## config.mk

```make
export PLATFORM = sky130hd
export DESIGN_NAME = dram_burst_seq
export DESIGN_NICKNAME = d
export VERILOG_FILES = /design/src/rtl/dbs_pkg.sv /design/src/rtl/dbs_start_gate.sv /design/src/rtl/dbs_burst_timer.sv /design/src/rtl/dbs_strobe_decode.sv /design/src/rtl/dram_burst_seq.sv
export SDC_FILE = /design/constraint.sdc
export NUM_CORES = 1
export LEC_CHECK = 0
export ABC_AREA = 1
export BUFFER_PORTS_ARGS = -buffer_cell sky130_fd_sc_hd__buf_4
export CORE_MARGIN = 2
export CORE_UTILIZATION = 48
export CTS_BUF_LIST = sky130_fd_sc_hd__clkbuf_16
export DETAILED_ROUTE_END_ITERATION = 8
export PLACE_DENSITY_LB_ADDON = 0.15
export SLEW_MARGIN = 10
export SYNTH_ARGS = -nofsm -noshare
export SYNTH_HDL_FRONTEND = slang
export SYNTH_SLANG_ARGS = --single-unit
```

## constraint.sdc

```tcl
create_clock -name clk -period 1.28 [get_ports clk]
set_clock_uncertainty 0.1 [all_clocks]
set_input_delay 0.064 -clock clk [delete_from_list [all_inputs] [get_ports clk]]
set_output_delay 0.064 -clock clk [all_outputs]
set_load 0.01 [all_outputs]
```

## src/rtl/dbs_pkg.sv

```systemverilog
package dbs_pkg;

    localparam int BEATS = 4;

    typedef logic [1:0] beat_t;
    localparam beat_t LAST_BEAT = beat_t'(BEATS - 1);

    typedef struct packed {
        logic  ras;
        logic  cas;
        logic  col_sel;
        beat_t col_low;
        logic  ack;
    } dram_ctl_t;

    function automatic int ceil_div(input int num, input int den);
        return (num + den - 1) / den;
    endfunction

    // clocks from start cycle to first acknowledge, inclusive
    function automatic int first_beat_clks(input int prop_ns, input int acc_ns,
                                           input int setup_ns, input int clk_ns);
        return 1 + ceil_div(prop_ns + acc_ns + setup_ns, clk_ns);
    endfunction

    // clocks between consecutive acknowledges, one of them for strobe precharge
    function automatic int later_beat_clks(input int prop_ns, input int acc_ns,
                                           input int setup_ns, input int clk_ns);
        return ceil_div(prop_ns + acc_ns + setup_ns, clk_ns) + 1;
    endfunction

endpackage

```

## src/rtl/dbs_start_gate.sv

```systemverilog
module dbs_start_gate #(
    parameter int PRE_GAP = 2,
    parameter int IDLE_W  = 2
) (
    input  logic clk,
    input  logic rst,
    input  logic xfer_start,
    input  logic busy,
    input  logic last_ack,
    output logic start,
    output logic pen_apply
);
    localparam logic [IDLE_W-1:0] GAP_V = IDLE_W'(PRE_GAP);

    logic              pend;
    logic [IDLE_W-1:0] idle_cnt;

    assign start     = !busy && (xfer_start || pend);
    assign pen_apply = idle_cnt < GAP_V;

    always_ff @(posedge clk) begin
        if (rst) begin
            pend <= 1'b0;
        end else if (start) begin
            pend <= 1'b0;
        end else if (xfer_start) begin
            pend <= 1'b1;
        end
    end

    always_ff @(posedge clk) begin
        if (rst) begin
            idle_cnt <= GAP_V;
        end else if (last_ack) begin
            idle_cnt <= '0;
        end else if (!busy && idle_cnt < GAP_V) begin
            idle_cnt <= idle_cnt + 1'b1;
        end
    end


    hold_req_chk: assert property (@(posedge clk) disable iff (rst)
        (xfer_start && busy) |=> pend);


    idle_restart_chk: assert property (@(posedge clk) disable iff (rst)
        last_ack |=> (idle_cnt == '0));

endmodule

```

## src/rtl/dbs_burst_timer.sv

```systemverilog
module dbs_burst_timer
    import dbs_pkg::*;
#(
    parameter int FIRST_CLKS = 5,
    parameter int LATER_CLKS = 3,
    parameter int PENALTY    = 2,
    parameter int CNT_W      = 3
) (
    input  logic             clk,
    input  logic             rst,
    input  logic             start,
    input  logic             pen_apply,
    output logic             busy,
    output beat_t            beat,
    output logic [CNT_W-1:0] cnt,
    output logic             last_ack
);
    localparam logic [CNT_W-1:0] LOAD_PLAIN = CNT_W'(FIRST_CLKS - 2);
    localparam logic [CNT_W-1:0] LOAD_PEN   = CNT_W'(FIRST_CLKS - 2 + PENALTY);
    localparam logic [CNT_W-1:0] LOAD_NEXT  = CNT_W'(LATER_CLKS - 1);

    logic beat_end;

    assign beat_end = busy && (cnt == '0);
    assign last_ack = beat_end && (beat == LAST_BEAT);

    always_ff @(posedge clk) begin
        if (rst) begin
            busy <= 1'b0;
            beat <= '0;
            cnt  <= '0;
        end else if (start) begin
            busy <= 1'b1;
            beat <= '0;
            cnt  <= pen_apply ? LOAD_PEN : LOAD_PLAIN;
        end else if (beat_end) begin
            if (beat == LAST_BEAT) begin
                busy <= 1'b0;
                beat <= '0;
                cnt  <= '0;
            end else begin
                beat <= beat + 1'b1;
                cnt  <= LOAD_NEXT;
            end
        end else if (busy) begin
            cnt <= cnt - 1'b1;
        end
    end


    start_when_idle_chk: assert property (@(posedge clk) disable iff (rst)
        start |-> !busy);


    four_beats_chk: assert property (@(posedge clk) disable iff (rst)
        last_ack |=> !busy);

endmodule

```

## src/rtl/dbs_strobe_decode.sv

```systemverilog
module dbs_strobe_decode
    import dbs_pkg::*;
#(
    parameter int FIRST_CLKS = 5,
    parameter int LATER_CLKS = 3,
    parameter int CNT_W      = 3
) (
    input  logic             clk,
    input  logic             rst,
    input  logic             busy,
    input  beat_t            beat,
    input  logic [CNT_W-1:0] cnt,
    output dram_ctl_t        ctl
);
    localparam logic [CNT_W-1:0] ROW_LAST = CNT_W'(FIRST_CLKS - 2);
    localparam logic [CNT_W-1:0] COL_FROM = CNT_W'(LATER_CLKS - 1);
    localparam logic [CNT_W-1:0] CAS_FROM = CNT_W'(LATER_CLKS - 2);

    logic first_beat;

    assign first_beat = (beat == '0);

    always_comb begin
        ctl.ras     = busy && !(first_beat && cnt > ROW_LAST);
        ctl.cas     = busy && (cnt <= CAS_FROM);
        ctl.col_sel = busy && (!first_beat || cnt <= COL_FROM);
        ctl.col_low = busy ? beat : '0;
        ctl.ack     = busy && (cnt == '0);
    end


    cas_gap_chk: assert property (@(posedge clk) disable iff (rst)
        (ctl.ack && beat != LAST_BEAT) |=> !ctl.cas);


    col_before_cas_chk: assert property (@(posedge clk) disable iff (rst)
        ($rose(ctl.cas) && first_beat) |-> $past(ctl.col_sel));


    ack_width_chk: assert property (@(posedge clk) disable iff (rst)
        ctl.ack |=> !ctl.ack);

endmodule

```

## src/rtl/dram_burst_seq.sv

```systemverilog
module dram_burst_seq
    import dbs_pkg::*;
#(
    parameter int CLK_NS      = 20,
    parameter int RAS_PROP_NS = 5,
    parameter int RAS_ACC_NS  = 65,
    parameter int CAS_PROP_NS = 5,
    parameter int CAS_ACC_NS  = 20,
    parameter int SETUP_NS    = 7,
    parameter int PRE_GAP     = 2,
    parameter int PENALTY     = 2
) (
    input  logic       clk,
    input  logic       rst,
    input  logic       xfer_start,
    output logic       row_strobe,
    output logic       col_strobe,
    output logic       addr_col_sel,
    output logic [1:0] col_low,
    output logic       xfer_ack
);
    localparam int FIRST_CLKS = first_beat_clks(RAS_PROP_NS, RAS_ACC_NS, SETUP_NS, CLK_NS);
    localparam int LATER_CLKS = later_beat_clks(CAS_PROP_NS, CAS_ACC_NS, SETUP_NS, CLK_NS);
    localparam int CNT_W      = $clog2(FIRST_CLKS + PENALTY + 1);
    localparam int IDLE_W     = $clog2(PRE_GAP + 1) + 1;

    logic             start;
    logic             pen_apply;
    logic             busy;
    logic             last_ack;
    beat_t            beat;
    logic [CNT_W-1:0] cnt;
    dram_ctl_t        ctl;

    dbs_start_gate #(.PRE_GAP(PRE_GAP), .IDLE_W(IDLE_W)) gate_i (
        .clk(clk), .rst(rst), .xfer_start(xfer_start), .busy(busy),
        .last_ack(last_ack), .start(start), .pen_apply(pen_apply)
    );

    dbs_burst_timer #(.FIRST_CLKS(FIRST_CLKS), .LATER_CLKS(LATER_CLKS),
                      .PENALTY(PENALTY), .CNT_W(CNT_W)) timer_i (
        .clk(clk), .rst(rst), .start(start), .pen_apply(pen_apply),
        .busy(busy), .beat(beat), .cnt(cnt), .last_ack(last_ack)
    );

    dbs_strobe_decode #(.FIRST_CLKS(FIRST_CLKS), .LATER_CLKS(LATER_CLKS),
                        .CNT_W(CNT_W)) decode_i (
        .clk(clk), .rst(rst), .busy(busy), .beat(beat), .cnt(cnt), .ctl(ctl)
    );

    assign row_strobe   = ctl.ras;
    assign col_strobe   = ctl.cas;
    assign addr_col_sel = ctl.col_sel;
    assign col_low      = ctl.col_low;
    assign xfer_ack     = ctl.ack;


    ras_end_chk: assert property (@(posedge clk) disable iff (rst)
        $fell(row_strobe) |-> $past(xfer_ack));


    start_ras_chk: assert property (@(posedge clk) disable iff (rst)
        (start && !pen_apply) |=> row_strobe);


    pen_ras_chk: assert property (@(posedge clk) disable iff (rst)
        (start && pen_apply) |=> !row_strobe);

endmodule

```

==> impl_metrics.json <==
{
  "fmax_ghz": 0.7565,
  "netlist_area_um2": 628.1,
  "timing.rr.end": "timer_i.cnt[1]$_SDFFE_PP0P_",
  "critPathRequiredTime_ns": 1.12,
  "slew_viol_final": 0,
  "grt_max_degree": 9,
  "synth_top_area_share_pct": 31.87,
  "status": "complete, but fails checks",
  "antenna_found_initial": 0,
  "placementRows": 13,
  "critPathLaunch": "timer_i.cnt[0]$_SDFFE_PP0P_",
  "drt_wl_total_um": 1607,
  "dieArea_um2": 1614,
  "via_count": 628,
  "cp-start-kind": "flip-flop",
  "wl_per_cell_um": 12.86,
  "synth-seq-cells": 10,
  "violations": "setup timing",
  "drt_first_iter_violations": 8,
  "cts_sinks": 10,
  "clk_pin_slew_ns": 0.04,
  "cp-end-kind": "primary output",
  "grt_pass1_vias": 523,
  "cellPowerDensity_nw_per_um2": 1268,
  "io_buffers": 8,
  "min_path_cells": 2,
  "finalSetupViolations": 6,
  "dr.pass1.iters": 4,
  "leakagePower_nw": 0.4737,
  "p_switching_mw": 0.3522,
  "yosysTopAreaCell": "dfxtp_1",
  "mostFrequentLayoutCell": "nand2_1",
  "finish.net_count": 122,
  "total_power_mw": 1.282,
  "die_x_um": 40.18,
  "fp.dieH_um": 40.18,
  "insertedDiodeCount": 0,
  "hold_start": "gate_i.idle_cnt[2]$_SDFFE_PP0P_",
  "synth_warnings": 0,
  "viasPerCell": 5.024,
  "holdWs_ns": 0.3715,
  "place_congestion": 0.7724,
  "clock_latency_ns": 0.23,
  "min_period_ns": 1.322,
  "start_util_pct": 50.15,
  "ctsLongestPathBuffers": 2,
  "boundaryPins": 9,
  "synthTopCellsByArea": "dfxtp_1 32%, ha_1 16%, nand2_1 11%",
  "r2r_slack_ns": -0.01,
  "cts_tree": "built",
  "layout_common_cells": "16 x nand2_1, 15 x buf_4, 12 x inv_1",
  "layout_setup_ws_ns": -0.04195,
  "period_share_pct": 103.3,
  "critPathKind": "reg2out",
  "avgSynthCellArea_um2": 7.389,
  "drc": 0,
  "reg2reg_depth": 7,
  "finalHoldViolations": 0,
  "r2r_start": "timer_i.cnt[0]$_SDFFE_PP0P_",
  "hpwl_um": 936.7,
  "synth-seq-area-share_pct": 31.87,
  "grt_overflow": 0,
  "core-area_um2": 1252,
  "synth.distinct_cells": 19,
  "power_frac_clock_pct": 42.6,
  "internal_power_mw": 0.9297,
  "max_slew.worst_pin.slew_ns": 0.2566,
  "slew-limit-headroom_pct": 82.88,
  "seqPwrFrac_pct": 27.7,
  "cp_max_fo": 3,
  "swShare_pct": 27.48,
  "arrival_ns": 1.16,
  "maxCapViolations": 0,
  "rsz0062_at_grt": "true",
  "cts_buffers": 3,
  "peakVddDrop_v": 0.001125,
  "cts_root_buf": "clkbuf_16",
  "endpoint": "xfer_ack",
  "postSynthCellCount": 85,
  "h-tree-depth": 1,
  "holdCritPathClass": "reg2reg",
  "area_growth_pct": 60.96,
  "drive_gt1_share_pct": 49.09,
  "ant_nets": 0,
  "combPwrFrac_pct": 29.7,
  "grt_pass1_wl_um": 2208,
  "syn_nets": 96,
  "grt_util_all_layers_pct": 21.48
}
-- worst min path at each step --
stage | to | slack [ns]
floorplan | timer_i.cnt[1]$_SDFFE_PP0P_ | 0.03
global placement | timer_i.cnt[1]$_SDFFE_PP0P_ | 0.13
detailed placement | timer_i.cnt[1]$_SDFFE_PP0P_ | 0.13
CTS | gate_i.pend$_SDFFE_PP0P_ | 0.35
global route | gate_i.idle_cnt[2]$_SDFFE_PP0P_ | 0.39
finish | gate_i.idle_cnt[2]$_SDFFE_PP0P_ | 0.37
-- registers in the layout (all words and copies together) (netlist names) --
| name | flops |
|---|---|
| timer_i.cnt | 3 |
| timer_i.busy | 1 |
| gate_i.pend | 1 |
| timer_i.beat | 2 |
| gate_i.idle_cnt | 3 |
-- per-layer routing --
metal	routed length (um)	GRT usage (%)	part of all wire (%)	vias up
met3	54	3.333	3.4	4
met4	27	12.50	1.7	0
met5	0	0	0	-
met2	860	39.92	54	10
li1	-	-	-	317
met1	666	22.45	41	297
-- stage by stage --
step	instance area [um^2]	setup TNS (ns)	std cells	util (%)	setup WS, ns
after CTS	927.1	-0.1249	124	74.03	-0.03512
after global placement	743.2	0	113	59.34	0.01203
after detailed placement	743.2	-0.00002542	113	59.34	-0.00002542
after floorplan	630.6	0	85	-	0.02566
final	1011	-0.1273	125	80.72	-0.04195
after global routing	1011	-0.6568	125	80.72	-0.1014
-- area by class of cell --
class / instances / area [um^2]
multi-input cells: 58 / 457.9
fillers: 77 / 241.5
flip-flops and latches: 10 / 206.4
repair buffers: 22 / 188.9
clock buffers: 3 / 75.07
inverters: 16 / 60.06
well taps: 15 / 18.77
clock inverters: 1 / 3.754
-- kinds of logic after synthesis --
| logic type | count (synthesis) | synth area share, % |
|---|---|---|
| adder cells (fa/ha/maj) | 8 | 15.94 |
| AO/OA/AOI/OAI | 12 | 11.75 |
| XOR/XNOR | 1 | 1.395 |
| buffers and inverters | 17 | 11.35 |
| AND/OR/NAND/NOR | 37 | 27.69 |
| flip-flops | 10 | 31.87 |
-- power groups by stage --
stage	combinational (mW)	clock (mW)	sequential, mW
final	0.380	0.546	0.356
after global routing	0.413	0.576	0.358
after CTS	0.310	0.560	0.354
after detailed placement	0.252	0	0.355
after global placement	0.250	0	0.354
after floorplan	0.158	0	0.357
-- critical path: stages (launching register included) --
cell and delay [ns]:
dfxtp_2 0.32, inv_2 0.08, ha_2 0.22, nand2_4 0.06
nor2_4 0.10, buf_4 0.13
-- synthesized netlist by cell type --
| cell | instances |
|---|---|
| inv_1 | 16 |
| o21bai_1 | 1 |
| nand3_1 | 5 |
| nand3_2 | 1 |
| nor2_4 | 1 |
| o211ai_1 | 1 |
| nand2_1 | 19 |
| dfxtp_1 | 10 |
| a21oi_1 | 5 |
| a21oi_2 | 1 |
| xnor2_1 | 1 |
| a211oi_1 | 2 |
| nand2_4 | 1 |
| ha_1 | 8 |
| nand2_2 | 1 |
| o21ai_0 | 2 |
| nor2_2 | 2 |
| nor2_1 | 7 |
| buf_6 | 1 |
-- repair_timing --
action | 4_1_cts | 5_1_grt
gates resized for setup | 18 | 17
setup endpoints to repair | 5 | 12
endpoints found under the hold margin | 2 | 0
setup buffers | 5 | 1
pin swaps | 4 | 5
hold buffers | 2 | 0
Note: power is estimated with default switching activity, not from simulation.
